**src/rtl/mont_pkg.sv**
```systemverilog
package mont_pkg;

    // Sequencer phases of one product
    typedef enum logic [1:0] {
        PH_IDLE = 2'd0,
        PH_LOOP = 2'd1,
        PH_FIX  = 2'd2
    } mont_phase_e;

    // Control strobes issued by the sequencer to the datapath
    typedef struct packed {
        logic load;
        logic step;
        logic fix;
    } mont_ctl_t;

endpackage

```
**src/rtl/mont_step.sv**
```systemverilog
// One radix-2 iteration: add b if the scanned bit is set, add n if odd, halve.
module mont_step #(
    parameter int W = 64
) (
    input  logic [W+1:0] acc_in,
    input  logic         bit_a,
    input  logic [W-1:0] mul_b,
    input  logic [W-1:0] mod_n,
    output logic [W+1:0] acc_out
);
    localparam int SW = W + 3;

    logic [SW-1:0] part;
    logic [SW-1:0] total;
    logic          odd;

    always_comb begin
        part    = {1'b0, acc_in} + (bit_a ? {3'b000, mul_b} : '0);
        odd     = part[0];
        total   = part + (odd ? {3'b000, mod_n} : '0);
        acc_out = total[SW-1:1];
    end
endmodule

```
**src/rtl/mont_fix.sv**
```systemverilog
// Final correction: subtract n once when the accumulator is at or above it.
module mont_fix #(
    parameter int W = 64
) (
    input  logic [W+1:0] acc_in,
    input  logic [W-1:0] mod_n,
    output logic [W-1:0] res
);
    logic [W+1:0] ext_n;
    logic [W+1:0] diff;
    logic         ge;

    always_comb begin
        ext_n = {2'b00, mod_n};
        ge    = (acc_in >= ext_n);
        diff  = acc_in - ext_n;
        res   = ge ? diff[W-1:0] : acc_in[W-1:0];
    end
endmodule

```
**src/rtl/mont_seq.sv**
```systemverilog
// Fixed-length sequencer: load, W iterations, one correction cycle.
module mont_seq
    import mont_pkg::*;
#(
    parameter int W = 64
) (
    input  logic      clk,
    input  logic      rst,
    input  logic      start,
    output mont_ctl_t ctl,
    output logic      busy,
    output logic      done
);
    localparam int            CW   = $clog2(W);
    localparam logic [CW-1:0] LAST = CW'(W - 1);

    mont_phase_e   phase;
    logic [CW-1:0] iter;

    always_comb begin
        ctl.load = (phase == PH_IDLE) && start;
        ctl.step = (phase == PH_LOOP);
        ctl.fix  = (phase == PH_FIX);
        busy     = (phase != PH_IDLE);
    end

    always_ff @(posedge clk) begin
        if (rst) begin
            phase <= PH_IDLE;
            iter  <= '0;
            done  <= 1'b0;
        end else begin
            done <= 1'b0;
            case (phase)
                PH_IDLE: begin
                    if (start) begin
                        phase <= PH_LOOP;
                        iter  <= '0;
                    end
                end
                PH_LOOP: begin
                    iter <= iter + 1'b1;
                    if (iter == LAST) phase <= PH_FIX;
                end
                PH_FIX: begin
                    phase <= PH_IDLE;
                    done  <= 1'b1;
                end
                default: phase <= PH_IDLE;
            endcase
        end
    end
endmodule

```
**src/rtl/mont_mul.sv**
```systemverilog
module mont_mul
    import mont_pkg::*;
#(
    parameter int W = 64
) (
    input  logic         clk,
    input  logic         rst,
    input  logic         start,
    input  logic [W-1:0] op_a,
    input  logic [W-1:0] op_b,
    input  logic [W-1:0] modulus,
    output logic         busy,
    output logic         done,
    output logic [W-1:0] prod
);
    localparam int AW = W + 2;

    mont_ctl_t     ctl;
    logic [W-1:0]  a_sh;
    logic [W-1:0]  b_q;
    logic [W-1:0]  n_q;
    logic [AW-1:0] acc;
    logic [AW-1:0] acc_nxt;
    logic [W-1:0]  fixed;

    mont_seq #(.W(W)) u_seq (
        .clk   (clk),
        .rst   (rst),
        .start (start),
        .ctl   (ctl),
        .busy  (busy),
        .done  (done)
    );

    mont_step #(.W(W)) u_step (
        .acc_in  (acc),
        .bit_a   (a_sh[0]),
        .mul_b   (b_q),
        .mod_n   (n_q),
        .acc_out (acc_nxt)
    );

    mont_fix #(.W(W)) u_fix (
        .acc_in (acc),
        .mod_n  (n_q),
        .res    (fixed)
    );

    always_ff @(posedge clk) begin
        if (rst) begin
            a_sh <= '0;
            b_q  <= '0;
            n_q  <= '0;
            acc  <= '0;
            prod <= '0;
        end else begin
            if (ctl.load) begin
                a_sh <= op_a;
                b_q  <= op_b;
                n_q  <= modulus;
                acc  <= '0;
            end
            if (ctl.step) begin
                acc  <= acc_nxt;
                a_sh <= a_sh >> 1;
            end
            if (ctl.fix) prod <= fixed;
        end
    end
endmodule

```
**config.mk**
```make
export PLATFORM = sky130hd
export DESIGN_NAME = mont_mul
export DESIGN_NICKNAME = d
export VERILOG_FILES = /design/src/rtl/mont_pkg.sv /design/src/rtl/mont_step.sv /design/src/rtl/mont_fix.sv /design/src/rtl/mont_seq.sv /design/src/rtl/mont_mul.sv
export SDC_FILE = /design/constraint.sdc
export NUM_CORES = 1
export LEC_CHECK = 0
export BUFFER_PORTS_ARGS = -buffer_cell sky130_fd_sc_hd__buf_2
export CAP_MARGIN = 20
export CELL_PAD_IN_SITES_DETAIL_PLACEMENT = 0
export CELL_PAD_IN_SITES_GLOBAL_PLACEMENT = 2
export CORE_AREA = 2 2 282 284
export DETAILED_ROUTE_END_ITERATION = 10
export DIE_AREA = 0 0 284 286
export PLACE_DENSITY_LB_ADDON = 0.08
export SLEW_MARGIN = 20
export SYNTH_ARGS = -nofsm -noshare
export SYNTH_HDL_FRONTEND = slang
export SYNTH_SLANG_ARGS = --single-unit
```
**constraint.sdc**
```tcl
create_clock -name clk -period 5.65 [get_ports clk]
set_input_delay 0.8475 -clock clk [delete_from_list [all_inputs] [get_ports clk]]
set_output_delay 0.8475 -clock clk [all_outputs]
set_load 0.01 [all_outputs]
```
* Word-level counts from Yosys, hierarchy flattened
Index checks and enable logic that the tools add are counted. W data, S select, Z words.
Word-level totals: register bits 331, input port bits 195, output and inout bits 66, word-level logic and storage cells 40
Operators by class: $add $sub $neg 4, order comparisons 1, equality and inequality tests 5, muxes and demuxes 13, reductions and logical operators 8
Operators with widths (number):
- $mux W64 | 3
- $mux W66 | 2
- $mux W63 | 2
- $add A66 B64 Y67 | 1
- $add A67 B67 Y67 | 1
- $ge A66 B64 Y1 | 1
- $sub A64 B64 Y64 | 1
- $pmux W6 S2 | 1
- $add A6 B1 Y6 const B | 1
- $eq A6 B6 Y1 const B | 1
- $mux W6 | 1
- $reduce_bool A2 Y1 | 3
- $mux W2 | 2
- $pmux W2 S2 | 1
- $reduce_and A2 Y1 | 2
- $eq A2 B1 Y1 const B | 1
- $eq A2 B2 Y1 const B | 1
- $logic_not A2 Y1 | 1
- $ne A2 B1 Y1 const B | 1
- $ne A2 B2 Y1 const B | 1
- $reduce_or A2 Y1 | 1
- $logic_and A1 B1 Y1 | 1
- $mux W1 | 1

* Logic depth before layout (Yosys ltp)
Gate-level depths: netlist (run 1).
word-level depth 5, depth in mapped cells 30, mapped depth without buffers 28

* Modules after synthesis
A second synthesis (run 1) with hierarchy kept.
Unflattened totals: cells, all modules 3182, area total of the unflattened synthesis 25660.9 um^2
Modules (own cells, without submodules):
- mont_mul | times used 1, cells each 1196, area an instance 12304.3 um^2, seq. area each 6446.2 um^2
- mont_step | times used 1, cells each 1137, area an instance 8049.0 um^2, seq. area each 0.0 um^2
- mont_fix | times used 1, cells each 806, area an instance 4898.4 um^2, seq. area each 0.0 um^2
- mont_seq | times used 1, cells each 43, area an instance 409.1 um^2, seq. area each 180.2 um^2

* Worst setup path after synthesis (run 1)
Ideal clock, no wire load.
path kind register to register, start register a_sh[0], end register acc[64], arrival 5.809 ns, data required time 5.521 ns, path slack -0.288 ns, cell stages (with the launch flop) 30, clock period less this slack 5.938 ns, cell sequence dfxtp_1 clkbuf_1 clkbuf_1 and2_1 ha_1 nand3_1 or2_2 o31ai_1 a22oi_1 o2bb2a_1 o21ai_0 a21boi_0 or2_2 nor3_1 nor2_1 xnor2_1 ha_1 clkbuf_1 inv_1 a21oi_1 a311oi_1 nor2_1 a211oi_1 a21boi_0 a31o_2 a221o_1 and4_1 o31a_1 xnor2_1 o21ai_0
On the way: cells in the longest elaborated chain, start to end 5
Ends and longest elaborated chain:
- from (decl) | line mont_mul.sv:19 | logic [W-1:0] a_sh;
- from (signal assigned) | line mont_mul.sv:58 | a_sh <= op_a;
- from (signal assigned) | line mont_mul.sv:65 | a_sh <= a_sh >> 1;
- $mux W64 * | line mont_step.sv:18 | part = {1'b0, acc_in} + (bit_a ? {3'b000, mul_b} : '0);
- $add A66 B64 Y67 * | line mont_step.sv:18
- $mux W64 | line mont_step.sv:20 | total = part + (odd ? {3'b000, mod_n} : '0);
- $add A67 B67 Y67 * | line mont_step.sv:20
- $mux W66 * | line mont_mul.sv:63 | if (ctl.step) begin
- to (signal assigned) | line mont_mul.sv:64 | acc <= acc_nxt;
- to (decl) | line mont_mul.sv:22 | logic [AW-1:0] acc;
Mark *: on every way between the ends. The rest lies on a longest branch, timed or not. A chain may end at the register's enable or synchronous reset.

* Worst setup path in the final report (run 1)
start register a_sh[0], end register acc[65]
The elaborated chain is that of the path after synthesis.

==> results.txt, run 1 <==
Final #Nets: 4218
CTS max path bufs: 3
Top_reg_cell synth: dfxtp_1
Post-synthesis area per instance: 7.26 um^2
Yosys reg bits: 331
Routed wire length: 98.4 mm
WL/cell: 20.0 um
Max VDD drop: 0.187 mV
Die X-Extent: 284 um
Crit Reg-Reg Endpoint: acc[65]
Vias in the first global route: 25600
CTS tree: yes
Unrepaired setup endpoints after global routing: yes
Outcome: finished with violations
Setup CP Type: reg -> reg
Port bufs: 260
Largest net degree at the start of global routing: 173
Die Y: 286 um
Setup crit start kind: register
Highest net fanout along the worst path: 6
Ports: 261
GR met1 Demand/Resource: 29.5%
Clock transition at the registers of the reported paths: 0.06 ns
Post-synth ARST share: 0%
Synth warn: 0
Crit path DAT: 6.32 ns
GRT Overall Usage: 23.3%
DR iter-0 viols: 1328
Hold crit path type: reg -> reg
Final Setup Violations: 6
Via count: 25500
H-Tree Depth: 2
Met2 Usage GRT: 40.5%
R2R Setup Slk: -0.16 ns
Placer Congestion: 0.912
Met3 usage: 3.92%
PwrDens: 206 nW/um^2
Post-layout instance area: 31700 um^2
P_leak: 14.4 nW
Max Clk Rate: 172 MHz
Post-DP Area: 28700 um^2
Share of cells above drive strength 1: 24.0%
Syn Std Cell Area: 24000 um^2
Slew Limit Fails: 0
# clock sinks: 331
Final Hold Slack: 0.451 ns
GRT overflow: 0
Synth-to-layout area growth: 32.0%
Initial antenna violation count: 3
Slew margin rel.: 33.6%
Initial Util: 30.6%
Worst setup EP type: register
Total Neg Setup Slack: -0.721 ns
# rows: 103
Core Area: 78400 um^2
Via density: 5.19
CTS Root Cell: clkbuf_16
R2R depth: 27
Worst R2R Start: a_sh[0]
Final Worst Setup Slack: -0.165 ns
Post-Route Skew: 0.0243 ns
Die area: 81200 um^2
Tmin final: 5.81 ns
Clock Latency Late Sink: 0.61 ns
First-pass iteration count of the detailed router: 8
Cells after Synth: 3305
Failing checks: setup timing
Post-DRT Antenna Nets: 0
Tcrit/Tclk final: 103%
DP HPWL: 75.1 mm
Hold Buf Count CTS: 0
Crit path from: a_sh[0]
Most used routing layer: met2
Worst setup path endpoint: acc[65]
Post-synth EDFFs: 0
Post-Syn Nets: 3695
Hold Fails Final Rpt: 0
Fill cell count: 8403
Critical Path RT: 6.15 ns
Synth cell types: 73
Critical path's largest stage delay: 0.51 ns
Max Cap Viol: 0
Drc violations: 0
Crit-path slowest cell: or4_4
First-pass GRT wire length: 149 mm
CTS Buf Count: 44
Seq/Total Area, Yosys: 27.6%
Slew @ Worst Pin: 0.989 ns
-- placed cells by master (no fill, tap or decap), drive strengths merged, types with 120 or more instances in the layout --
cell type and count:
nor2 126, o21ai 186, buf 668, a21oi 475
nand2 614, inv 120, ha 192, and2 143
a21o 125, dfxtp 331
-- cells in the mapped netlist, types with 26 or more instances --
master      n  area share, %
a21o_1    125            3.9
a21oi_1   475            9.9
a22oi_1    71            2.2
a31oi_1    63            1.6
and2_1    142            3.7
and3_1     31           0.81
clkbuf_1  183            2.9
dfxtp_1   331             28
ha_1      192             10
inv_1     116            1.8
nand2_1   614            9.6
nand3_1    99            2.1
nand4_1    37           0.96
nor2_1    126            2.0
nor2b_1    26           0.68
nor3_1     30           0.63
o21ai_0   180            3.8
o21bai_1   41            1.3
xnor2_1   108            3.9
xor2_1     65            2.4
-- power breakdown --
| part | internal (mW) | switching (mW) |
|---|---|---|
| logic | 0.405 | 0.689 |
| registers | 2.43 | 0.0781 |
| clock network | 1.73 | 1.19 |
| total | 4.56 | 1.96 |
-- routing by layer --
| metal | vias up | wire (um) |
|---|---|---|
| met5 | - | 26 |
| met4 | 4 | 3070 |
| met3 | 145 | 4690 |
| met2 | 584 | 46700 |
| met1 | 12100 | 43900 |
| li1 | 12700 | - |
-- critical path: cells and delay by family (launching register included) --
kind	cells	cell delay, ns
adder cells (fa/ha/maj)	2	0.65
buffers and inverters	3	0.47
flip-flops	1	0.39
AND/OR/NAND/NOR	10	1.99
XOR/XNOR	1	0.13
AO/OA/AOI/OAI	11	2.10
-- flip-flops by register name, summed over array words and instances (netlist names) --
| name | cells |
|---|---|
| acc | 66 |
| b_q | 64 |
| u_seq.phase | 2 |
| prod | 64 |
| u_seq.done | 1 |
| a_sh | 64 |
| u_seq.iter | 6 |
| n_q | 64 |
-- kinds of logic after synthesis --
logic type,Yosys count,synth area share (%)
AOI/OAI and AO/OA,1117,28.3
buffers and inverters,309,4.86
adders and majority gates,195,10.3
muxes,3,0.125
DFF,331,27.6
and+or+nand+nor,1177,22.5
xor gates and xnor gates,173,6.31
-- timing repair --
item	4_1_cts	5_1_grt
endpoints found under the hold margin	0	0
setup buffers	26	39
setup endpoints to repair	28	33
pin swaps	59	73
cloned	2	0
resized for setup	105	129
-- stage by stage --
| step | setup WS, ns | utilization (%) | power (mW) | instances |
|---|---|---|---|---|
| finish | -0.165 | 40.5 | 6.52 | 4912 |
| CTS | -0.136 | 39.5 | 6.62 | 4879 |
| floorplan | 0.0125 | - | 3.19 | 3305 |
| global placement | -0.717 | 36.6 | 3.62 | 4774 |
| global route | -0.435 | 40.5 | 6.84 | 4910 |
| detailed placement | -0.795 | 36.6 | 3.63 | 4774 |
-- final cells by class --
type,count,area [um^2],share of cell area (%)
diodes,2,5.00,0.0158
inverters,117,439,1.39
well taps,1050,1310,4.14
clock buffers,62,1240,3.91
multi-input cells,2665,17300,54.4
clock inverters,16,250,0.789
repair buffers,669,4570,14.4
flip-flops and latches,331,6630,20.9
-- how the worst min path moves through the flow --
stage                startpoint  depth (start not counted)        to  slack [ns]
floorplan                b_q[0]                          2    b_q[0]        0.43
finish                  b_q[46]                          2   b_q[46]        0.45
global route            op_b[8]                          3    b_q[8]        0.46
global placement       a_sh[33]                          2  a_sh[33]        0.44
CTS                 modulus[13]                          3   n_q[13]        0.43
detailed placement      b_q[44]                          2   b_q[44]        0.44
Power figures use the tool's default switching activity.
==> run 2, diff against run 1 <==
Settings changed: SYNTH_HIERARCHICAL from default to 1.
==> run 2 against run 1 <==
The flow still finishes with violations (setup timing). Synthesized area grew 6.9%. Non-clock buffer count down 95. Sequential share of layout area decreased by 0.29 points. Setup slack improved by 0.057 ns. Hold slack improved by 0.033 ns. Critical path depth grew 4.
==> results.txt, run 2 <==
Post-synthesis area per instance: 8.06 um^2 (was 7.26 um^2)
Post-synth top area share: 25.8% (was 27.6%)
Crit-path slowest cell: dfxtp_4 (was or4_4)
Max FFs per register: 66 (unchanged)
DR iter-0 viols: 1359 (was 1328)
Final Hold Slack: 0.484 ns (was 0.451 ns)
Top_reg_cell synth: dfxtp_1 (unchanged)
Post-synth ARST share: 0% (unchanged)
CTS Root Cell: clkbuf_16 (unchanged)
Largest net degree at the start of global routing: 117 (was 173)
Failing checks: setup timing (unchanged)
Top reg by flops: acc (unchanged)
Total Neg Setup Slack: -0.297 ns (was -0.721 ns)
Max Clk Rate: 174 MHz (was 172 MHz)
Syn Std Cell Area: 25700 um^2 (was 24000 um^2)
Hold crit path type: reg -> reg (unchanged)
DP HPWL: 72.3 mm (was 75.1 mm)
Yosys reg bits: 331 (unchanged)
Seq/Total Area, Yosys: 25.8% (was 27.6%)
Vias in the first global route: 24000 (was 25600)
Comb power frac: 18.4% (was 16.8%)
Most frequent cells after synthesis: nor2_1 (353), dfxtp_1 (331), a21oi_1 (311) (was nand2_1 (614), a21oi_1 (475), dfxtp_1 (331))
Routed wire length: 93.6 mm (was 98.4 mm)
Post-Syn Nets: 3573 (was 3695)
Via count: 24300 (was 25500)
Crit path top cell by count: buf_4
Die Y: 286 um (unchanged)
Via density: 5.14 (was 5.19)
Most common cell in the netlist: nor2_1 (was nand2_1)
Synth-to-layout area growth: 25.3% (was 32.0%)
Clock Power Share: 44.3% (was 44.7%)
H-Tree Depth: 2 (unchanged)
Highest net fanout along the worst path: 6 (unchanged)
CTS max path bufs: 3 (unchanged)
Worst setup EP type: register (unchanged)
Clock Latency Late Sink: 0.59 ns (was 0.61 ns)
Largest cells by area after synthesis: dfxtp_1 (26%), mux2i_1 (10%), ha_1 (9.4%) (was dfxtp_1 (28%), ha_1 (10%), a21oi_1 (9.9%))
CTS tree: yes (unchanged)
Internal Power: 4.75 mW (was 4.56 mW)
Placer Congestion: 0.909 (was 0.912)
Critical path's largest stage delay: 0.37 ns (was 0.51 ns)
CTS Buf Count: 43 (was 44)
Tcrit/Tclk final: 102% (was 103%)
Buffers plus inverters on the worst setup path: 4 (was 3)
Initial Util: 32.7% (was 30.6%)
Synth area leader: dfxtp_1 (unchanged)
Critical Path RT: 6.16 ns (was 6.15 ns)
Final #Nets: 4017 (was 4218)
Post-layout instance area: 32200 um^2 (was 31700 um^2)
Max VDD drop: 0.191 mV (was 0.187 mV)
Cells after Synth: 3182 (was 3305)
Switching Share: 30.0% (about the same)
Tmin final: 5.76 ns (was 5.81 ns)
Hold Fails Final Rpt: 0 (unchanged)
Core Area: 78400 um^2 (unchanged)
Drc violations: 0 (unchanged)
Cell family with most CP delay: compound AO/OA/AOI/OAI gates (unchanged)
Non-filler cells, final: 4718 (was 4912)
Setup CP Type: reg -> reg (unchanged)
Slew Limit Fails: 0 (unchanged)
Slew @ Worst Pin: 0.986 ns (was 0.989 ns)
Hold Buf Count CTS: 0 (unchanged)
Setup crit start kind: register (unchanged)
R2R Setup Slk: -0.11 ns (was -0.16 ns)
Final Worst Setup Slack: -0.108 ns (was -0.165 ns)
# rows: 103 (unchanged)
P_leak: 14.6 nW (was 14.4 nW)
First-pass GRT wire length: 142 mm (was 149 mm)
Synth cell types: 112 (was 73)
Share of cells above drive strength 1: 23.3% (was 24.0%)
Cell Count Post-Placement: 4600 (was 4774)
Ports: 261 (unchanged)
WL/cell: 19.8 um (was 20.0 um)
Port bufs: 260 (unchanged)
GRT Overall Usage: 22.2% (was 23.3%)
Synth warn: 6 (was 0)
GRT overflow: 0 (unchanged)
First-pass iteration count of the detailed router: 5 (was 8)
Unrepaired setup endpoints after global routing: yes (unchanged)
Clock transition at the registers of the reported paths: 0.06 ns (about the same)
Post-synth EDFFs: 0 (unchanged)
Most common cell after layout, fill and taps aside: nor2_1 (was nand2_1)
Max Cap Viol: 0 (unchanged)
Post-Route Skew: 0.0142 ns (was 0.0243 ns)
Final Setup Violations: 4 (was 6)
Post-DRT Antenna Nets: 0 (unchanged)
Crit path DAT: 6.27 ns (was 6.32 ns)
Sequential fraction of design power: 37.3% (was 38.5%)
Net Switching: 2.03 mW (was 1.96 mW)
Outcome: finished with violations (unchanged)
Post-DP Area: 29500 um^2 (was 28700 um^2)
# clock sinks: 331 (unchanged)
Most frequent cells in the layout: nor2_1 (350), dfxtp_1 (330), buf_4 (302) (was nand2_1 (609), a21oi_1 (442), buf_4 (381))
Initial antenna violation count: 6 (was 3)
PwrDens: 211 nW/um^2 (was 206 nW/um^2)
Die X-Extent: 284 um (unchanged)
Slew margin rel.: 34.3% (was 33.6%)
Die area: 81200 um^2 (unchanged)
## run 2: changes by cell type after synthesis, moves of 70 or more
cell      before  now
nand2_1      614  239
mux2i_1        3  257
nor2_1       126  353
a21oi_1      475  311
clkbuf_1     183   98
a22oi_1       71    1
## run 2: timing repair
item,4_1_cts,5_1_grt
hold endpoints to repair,0,0
pin swaps,34,38
resized for setup,72,83
setup buffers,19,13
setup endpoints to repair,30,28
## run 2: metal layers
layer	track usage [%]	wire, um	vias up
li1	-	-	12200
met1	30.6	44800	11500
met2	37.3	44000	409
met3	2.00	3010	90
met4	5.14	1810	0
met5	0	0	-
## run 2: stage by stage
stage | power, mW | worst slack (ns) | utilization, %
floorplan | 3.39 | 0.0552 | -
global placement | 3.81 | -0.631 | 37.7
detailed placement | 3.82 | -0.644 | 37.7
CTS | 6.89 | -0.148 | 40.3
global route | 7.13 | -0.353 | 41.0
finish | 6.79 | -0.108 | 41.0
## run 2: path summary, 6_finish.rpt
check           start        to  cells after the start
max           a_sh[0]   acc[64]                     31
min          prod[63]  prod[63]                      2
max reg2reg   a_sh[0]   acc[64]                     31
min reg2reg  prod[63]  prod[63]                      2
## run 2: cell type report
cell class	instances	area [um^2]
Clock buffer	56	1180
Sequential cell	331	6630
Tap cell	1050	1310
Inverter	121	458
Timing Repair Buffer	574	3760
Antenna cell	8	20.0
Fill cell	8170	46200
Clock inverter	23	349
Multi-Input combinational cell	2555	18400
## run 2: logic make-up (layout without fill, tap and decap cells)
logic type	count (synthesis)	in the layout	synth area share [%]
fa+ha+maj	196	196	9.64
simple gates	1093	1093	21.6
xor+xnor	177	177	6.10
flops	331	331	25.8
mux	262	262	10.2
buf+inv	296	774	5.38
compound gates	827	827	21.3
other cells	0	8	0
## run 2: power by group through the flow
stage / logic [mW] / registers [mW] / clock network [mW]
global route: 1.38 / 2.54 / 3.21
finish: 1.25 / 2.53 / 3.00
floorplan: 0.860 / 2.53 / 0
global placement: 1.23 / 2.58 / 0
detailed placement: 1.23 / 2.58 / 0
CTS: 1.25 / 2.53 / 3.11
## run 2: tightest hold or removal path, delay by kind of cell, from the launching register on
| family | cells | cell delay [ns] |
|---|---|---|
| mux | 1 | 0.06 |
| simple gates | 1 | 0.07 |
| flops | 1 | 0.32 |
